<file path="src/rtl/xfer_ctl.sv">
module xfer_ctl #(
  parameter int NREC = 24,
  parameter int AW   = 16,
  parameter int DW   = 8,
  parameter int CW   = 8,
  localparam int IW  = $clog2(NREC),
  localparam int RW  = 5 + 2*CW + 2*AW
) (
  input  logic          clk,
  input  logic          rst_n,
  input  logic          act_valid,
  input  logic [IW-1:0] act_idx,
  input  logic          cfg_we,
  input  logic [IW-1:0] cfg_idx,
  input  logic [RW-1:0] cfg_wdata,
  output logic [RW-1:0] cfg_rdata,
  output logic          mem_req,
  output logic          mem_we,
  output logic [AW-1:0] mem_addr,
  output logic [DW-1:0] mem_wdata,
  input  logic [DW-1:0] mem_rdata,
  input  logic          mem_ready,
  output logic          busy,
  output logic          done,
  output logic          eoc
);
  localparam logic [IW:0] NLIM = IW'(NREC) == '0 ? {1'b1, {IW{1'b0}}} : {1'b0, IW'(NREC)};

  typedef enum logic [1:0] {S_IDLE, S_RD, S_WR, S_WB} st_t;

  st_t           st;
  logic [RW-1:0] tbl [NREC];
  logic [IW-1:0] cur;
  logic [DW-1:0] dat;

  wire [RW-1:0] rec     = tbl[cur];
  wire          r_mode  = rec[RW-1];
  wire          r_chain = rec[RW-2];
  wire          r_rie   = rec[RW-3];
  wire          r_sinc  = rec[RW-4];
  wire          r_dinc  = rec[RW-5];
  wire [CW-1:0] r_cnt   = rec[2*AW+2*CW-1 -: CW];
  wire [CW-1:0] r_rsz   = rec[2*AW+CW-1 -: CW];
  wire [AW-1:0] r_src   = rec[2*AW-1 -: AW];
  wire [AW-1:0] r_dst   = rec[AW-1:0];

  wire [CW-1:0] cnt_dec = r_cnt - 1'b1;
  wire          zero    = (cnt_dec == '0);
  wire          reload  = r_mode & zero;
  wire [AW-1:0] span    = (r_rsz == '0) ? AW'(2**CW) : AW'(r_rsz);
  wire [AW-1:0] src_inc = r_src + 1'b1;
  wire [AW-1:0] dst_inc = r_dst + 1'b1;
  wire [AW-1:0] src_n   = !r_sinc ? r_src : (reload ? src_inc - span : src_inc);
  wire [AW-1:0] dst_n   = !r_dinc ? r_dst : (reload ? dst_inc - span : dst_inc);
  wire [CW-1:0] cnt_n   = reload ? r_rsz : cnt_dec;
  wire [RW-1:0] new_rec = {rec[RW-1 -: 5], cnt_n, r_rsz, src_n, dst_n};
  wire [IW-1:0] nxt_idx = ({1'b0, cur} == NLIM - 1'b1) ? '0 : cur + 1'b1;

  wire act_ok = act_valid && ({1'b0, act_idx} < NLIM);
  wire cfg_ok = cfg_we && ({1'b0, cfg_idx} < NLIM);

  assign cfg_rdata = ({1'b0, cfg_idx} < NLIM) ? tbl[cfg_idx] : '0;
  assign busy      = (st != S_IDLE);
  assign mem_req   = (st == S_RD) || (st == S_WR);
  assign mem_we    = (st == S_WR);
  assign mem_addr  = (st == S_WR) ? r_dst : r_src;
  assign mem_wdata = dat;
  assign done      = (st == S_WB) && !r_chain;
  assign eoc       = (st == S_WB) && zero && (!r_mode || r_rie);

  always_ff @(posedge clk) begin
    if (!rst_n) begin
      st  <= S_IDLE;
      cur <= '0;
      dat <= '0;
      for (int i = 0; i < NREC; i++) tbl[i] <= '0;
    end else begin
      case (st)
        S_IDLE: begin
          if (act_ok) begin
            cur <= act_idx;
            st  <= S_RD;
          end else if (cfg_ok) begin
            tbl[cfg_idx] <= cfg_wdata;
          end
        end
        S_RD: if (mem_ready) begin
          dat <= mem_rdata;
          st  <= S_WR;
        end
        S_WR: if (mem_ready) st <= S_WB;
        S_WB: begin
          tbl[cur] <= new_rec;
          if (r_chain) begin
            cur <= nxt_idx;
            st  <= S_RD;
          end else begin
            st <= S_IDLE;
          end
        end
        default: st <= S_IDLE;
      endcase
    end
  end
endmodule

</file>
<file path="config.mk">
export PLATFORM = sky130hd
export DESIGN_NAME = xfer_ctl
export DESIGN_NICKNAME = d
export VERILOG_FILES = /design/src/rtl/xfer_ctl.sv
export SDC_FILE = /design/constraint.sdc
export NUM_CORES = 2
export LEC_CHECK = 0
export CAP_MARGIN = 20
export CORE_UTILIZATION = 50
export DETAILED_ROUTE_END_ITERATION = 6
export PLACE_DENSITY = 0.62
export SLEW_MARGIN = 20
export SYNTH_ARGS = -nofsm -noshare
export SYNTH_HDL_FRONTEND = slang
export SYNTH_SLANG_ARGS = --single-unit
</file>
<file path="constraint.sdc">
create_clock -name clk -period 9.1 [get_ports clk]
set_input_delay 1.82 -clock clk [delete_from_list [all_inputs] [get_ports clk]]
set_output_delay 1.82 -clock clk [all_outputs]
set_load 0.05 [all_outputs]
</file>
### Word level (Yosys, flattened, before mapping)

Memory sizes are Yosys's and may differ from the RTL's. A register that Yosys moved wholly into a read port is not among the register bits.
Cells that the tools add are included.

| word-level totals | value |
|---|---|
| flip-flop bits (word level) | 15 |
| word-level logic and storage cells | 74 |
| RAM bits | 1,272 |
| memories kept | 1 |

Memories:

| memory | depth | width | read ports | clocked after Yosys merged registers in | wr ports | RTL line | RTL |
|---|---|---|---|---|---|---|---|
| tbl | 24 | 53 | 2 | 1 | 24 | 32 | `logic [RW-1:0] tbl [NREC];` |

| operators by class | value |
|---|---|
| bitwise operators | 1 |
| add/subtract/negate cells | 6 |
| muxes and demuxes | 34 |
| equality and inequality tests | 8 |
| magnitude comparators | 2 |
| reduce and logical (&&, ||, !) cells | 19 |

Operators with widths:

| cell | count |
|---|---|
| two-way mux 53 bit | 3 |
| OR reduction 53 bit | 2 |
| two-way mux 16 bit | 5 |
| two-way mux 5 bit | 7 |
| adder 16 x 1 -> 16 bit, second input constant | 2 |
| subtractor 16 x 9 -> 16 bit | 2 |
| logical NOT 8 bit | 2 |
| two-way mux 1 bit | 12 |
| less-than comparator 5 bit, second input constant | 2 |
| one-hot mux 5 bit (2 select lines) | 1 |
| two-way mux 9 bit | 1 |
| two-way mux 8 bit | 1 |
| one-hot mux 2 bit (4 select lines) | 1 |
| subtractor 8 x 1 -> 8 bit, second input constant | 1 |
| two-way mux 2 bit | 3 |
| != test 2 bit, second input constant | 3 |
| AND reduction 3 bit | 2 |
| adder 5 x 1 -> 5 bit, second input constant | 1 |
| == test 5 bit, second input constant | 1 |
| logical AND 1 bit | 5 |
| == test 2 bit, second input constant | 2 |
| nonzero test 2 bit | 2 |
| == test 2 x 1 -> 1 bit, second input constant | 1 |
| logical NOT 1 bit | 2 |
| other kinds (5) | 6 |

### Longest topological paths before layout

| logic depth | value |
|---|---|
| word-level depth | 10 |
| mapped depth | 33 |
| depth with buffers taken out | 20 |

### Worst setup path before layout

No wires, ideal clock.

| timing | value |
|---|---|
| path type | input -> output |
| start point | input port cfg_idx[0] |
| end point | output port cfg_rdata[42] |
| path slack | 2.162 ns |
| arrival | 5.118 ns |
| cell stages on the path | 8 |
| cells stage by stage | clkbuf_1 -> buf_1 -> clkbuf_1 -> clkbuf_1 -> buf_1 -> mux4_2 -> mux2i_1 -> o22ai_1 |

| between the ends | value |
|---|---|
| longest elaborated chain between the ends | 2 |
| elaborated cells on any way between the ends | 3 |

RTL lines:

| what | RTL line | RTL |
|---|---|---|
| start, declared | 14 | `input logic [IW-1:0] cfg_idx,` |
| memory read (24 x 53 bit) / less-than comparator 5 bit (equally long branches) | - |  |
| two-way mux 53 bit (*) | 62 | `assign cfg_rdata = ({1'b0, cfg_idx} < NLIM) ? tbl[cfg_idx] : '0;` |
| end, declared | 16 | `output logic [RW-1:0] cfg_rdata,` |

Every way passes the cells marked *; elsewhere a longest branch is shown, timed or not.

==> flow_summary.yaml <==
worst_setup_path:
  required_ns: 7.28
  cp_slowest_cell: "nor2b_4"
  timing.rr.end: "tbl[26][14]$_DFFE_PP_"
  cp_num_buf_inv: 3
  reg2regPathDepth: 20
  cpPeakStageDelay_ns: 0.81
  crit_path_end_kind: "primary output"
  critPathLaunchType: "register"
  worstPathCellList: "nor2b_4 -> buf_4 -> a22oi_1 -> nand3_1 -> nand4_1 -> nor3_1 -> nand4_1 -> a22oi_2 -> nor4b_1 -> buf_4 -> clkdlybuf4s50_1"
  cp.depth: 11
  crit_type: "register to primary output"
  cp_data_arrival_time_ns: 6.35
  endpoint: "eoc"
  cp_max_fo: 25
  crit_family: "simple AND/OR/NAND/NOR gates"
  r2r_slack_ns: 2.05
final_layout:
  final_area_um2: 95800
  areaGrowthSynthToFinish_pct: 11.9
  drive_above_1_share_pct: 23.8
  nets: 5833
clocking:
  cts-root-buf: "clkbuf_16"
  clock_tree.buffer_depth: 3
  cts-resized-gates: 0
  clkTransAtPathRegs_ns: 0.06
  cts_sinks: 1716
  postCtsSetupBuffers: 0
  clk_latency_ns: 0.86
  cts_max_level: 4
  cts_buffers: 182
  postCtsHoldBufs: 0
  cts_tree: "yes"
power_and_ir_drop:
  clkPwrFrac_pct: 28.2
  power.share.switching_pct: 35.8
  seqPwrFrac_pct: 35.4
  p_int_mw: 16.7
  powerDensity_nw_per_um2: 272
  pwr-share-comb_pct: 36.4
  p_leak_nw: 33.6
  netSwitchingPower_mw: 9.33
  peakVddDrop_uv: 278
route:
  drt_iter0_markers: 9452
  finalWirelength_um: 310000
  dr.pass1.iters: 6
  drcViolationCount: 0
  wl_per_cell_um: 38.3
  vias_per_cell: 7.01
  antenna_left: 0
  vias: 56800
job:
  maxCapViolCount: 0
sta:
  worstMarginPinSlew_ns: 1.25
  timing.final.crit_share_pct: 89.8
  finalClockSkew_ns: 0.0313
  maxSlewHeadroom_pct: 16.4
  setup_viol: 0
  final-hold-violation-count: 0
  drv_slew: 0
  grt_setup_unrepaired: "no"
  post-route-min-period_ns: 8.17
  maxClockFrequency_mhz: 122
  setup_tns_ns: 0
yosys:
  synth_top_area_share_pct: 59.5
  synthCells: 5698
  synth_area_per_cell_um2: 15.0
  synth_area_um2: 85600
  synth_ff_type: "edfxtp_1"
  yosysSeqAreaShare_pct: 60.0
  ys_seq_elements: 1716
  synthTopCellsByArea: "edfxtp_1, mux4_2, nor2_1"
  synthArstFlopShare_pct: 0
  synth_commonest_cells: "edfxtp_1, nor2_1, mux4_2, mux2i_1, clkbuf_1"
  synth_edf_count: 1696
  syn-num-nets: 5803
  synth.most_common_cell: "edfxtp_1"
  synth_cell_types: 99
  yosys_warnings: 0
  synth.largest_area_cell: "edfxtp_1"
min_path:
  hold_class: "register to register"
floorplan:
  die_w_um: 416
  die_h_um: 416
  die_area_um2: 173000
  core_area_um2: 170000
  num_io_pins: 158
  rows: 151
  start_util_pct: 50.4
global_routing:
  grt_pass1_vias: 55300
  grt.overflow.total: 0
  grt_pass1_wl_um: 429000
  grtUsageTotal_pct: 35.8
  grt_max_degree: 88
  antenna_found_initial: 9
status:
  status: "finished clean"
placement:
  gp_congestion: 0.906
  dpl_cell_area_um2: 89900
  portBuffers: 157
  hpwl_um: 174000
## kinds of logic after synthesis
family / synth area share [%]
AO/OA/AOI/OAI: 3.27
XOR/XNOR: 0.439
adder cells (fa/ha/maj): 0.441
buffers and inverters: 3.59
flip-flops: 60.0
multiplexers: 23.7
AND/OR/NAND/NOR: 8.55
## registers in the layout, summed over array words and instances, names as in the netlist, named ones only
signal and flops:
cur 5, tbl 1696, mem_wdata 8, st 2
## area by class of cell
class                           count  area (um^2)
Sequential cell                  1716        51300
Multi-Input combinational cell   3328        31900
Clock buffer                      225         4850
Tap cell                         2218         2780
Timing Repair Buffer              360         3470
Antenna cell                        7         17.5
Fill cell                       13400        73900
Inverter                          140          528
Clock inverter                    107          925
## layout by cell type (no fill, tap or decap), types with 14 or more instances in the layout
cell type / instances
clkinv_1: 44
clkbuf_1: 36
clkinv_2: 35
edfxtp_1: 1696
nor2b_1: 23
a21oi_2: 25
inv_1: 133
dfxtp_1: 15
o22ai_1: 56
xor2_1: 19
mux2_2: 23
bufinv_16: 14
a211oi_1: 19
nor3_1: 20
xnor2_1: 22
nand2_1: 102
a21boi_0: 15
nand3_1: 94
a22oi_1: 108
clkdlybuf4s50_1: 151
nand2_4: 49
mux4_2: 733
buf_12: 28
nor2_2: 20
a21oi_1: 44
nor2_1: 1355
o21ai_0: 32
clkbuf_16: 188
ha_1: 27
buf_4: 176
mux2i_1: 309
nand4_1: 19
## tightest hold or removal path, cell delays in order (launching register included)
cell and delay [ns]:
dfxtp_1 0.31, nand2_1 0.05, a21boi_0 0.06
## metal layers
metal | vias to the layer above | global-route usage, % | share of wire, %
li1 | 22000 | - | -
met1 | 29500 | 46.8 | 35
met2 | 4387 | 55.0 | 46
met5 | - | 0 | 0.026
met3 | 952 | 7.92 | 12
met4 | 6 | 21.6 | 7.0
## power groups by stage
stage	registers [mW]	clock network, mW	logic (mW)
2_1_floorplan	9.23	0	6.45
3_3_place_gp	9.36	0	9.22
3_5_place_dp	9.37	0	9.28
4_1_cts	9.21	7.38	9.31
5_1_grt	9.24	7.66	9.84
6_report	9.22	7.36	9.48
## stage by stage
stage	util [%]	instances	hold WS, ns	total power, mW	setup slack, ns
after floorplan	-	5698	0.545	15.7	2.16
after global placement	53.0	7761	0.453	18.6	2.01
after detailed placement	53.0	7761	0.457	18.7	2.02
after CTS	56.4	8093	0.466	25.9	1.09
after global routing	56.4	8096	0.502	26.7	0.839
final	56.5	8101	0.464	26.1	0.929
## worst min path at each step
stage / startpoint / end / slack [ns] / cells past startpoint
final: mem_wdata[1]$_SDFFE_PN0P_ / mem_wdata[1]$_SDFFE_PN0P_ / 0.46 / 2
after floorplan: cur[4]$_SDFFE_PN0P_ / register / 0.55 / 2
after global routing: mem_wdata[3]$_SDFFE_PN0P_ / mem_wdata[3]$_SDFFE_PN0P_ / 0.50 / 2
after global placement: mem_wdata[5]$_SDFFE_PN0P_ / mem_wdata[5]$_SDFFE_PN0P_ / 0.45 / 2
after detailed placement: mem_wdata[1]$_SDFFE_PN0P_ / mem_wdata[1]$_SDFFE_PN0P_ / 0.46 / 2
after CTS: mem_wdata[1]$_SDFFE_PN0P_ / mem_wdata[1]$_SDFFE_PN0P_ / 0.47 / 2
Note: power is estimated with default switching activity, not from simulation.
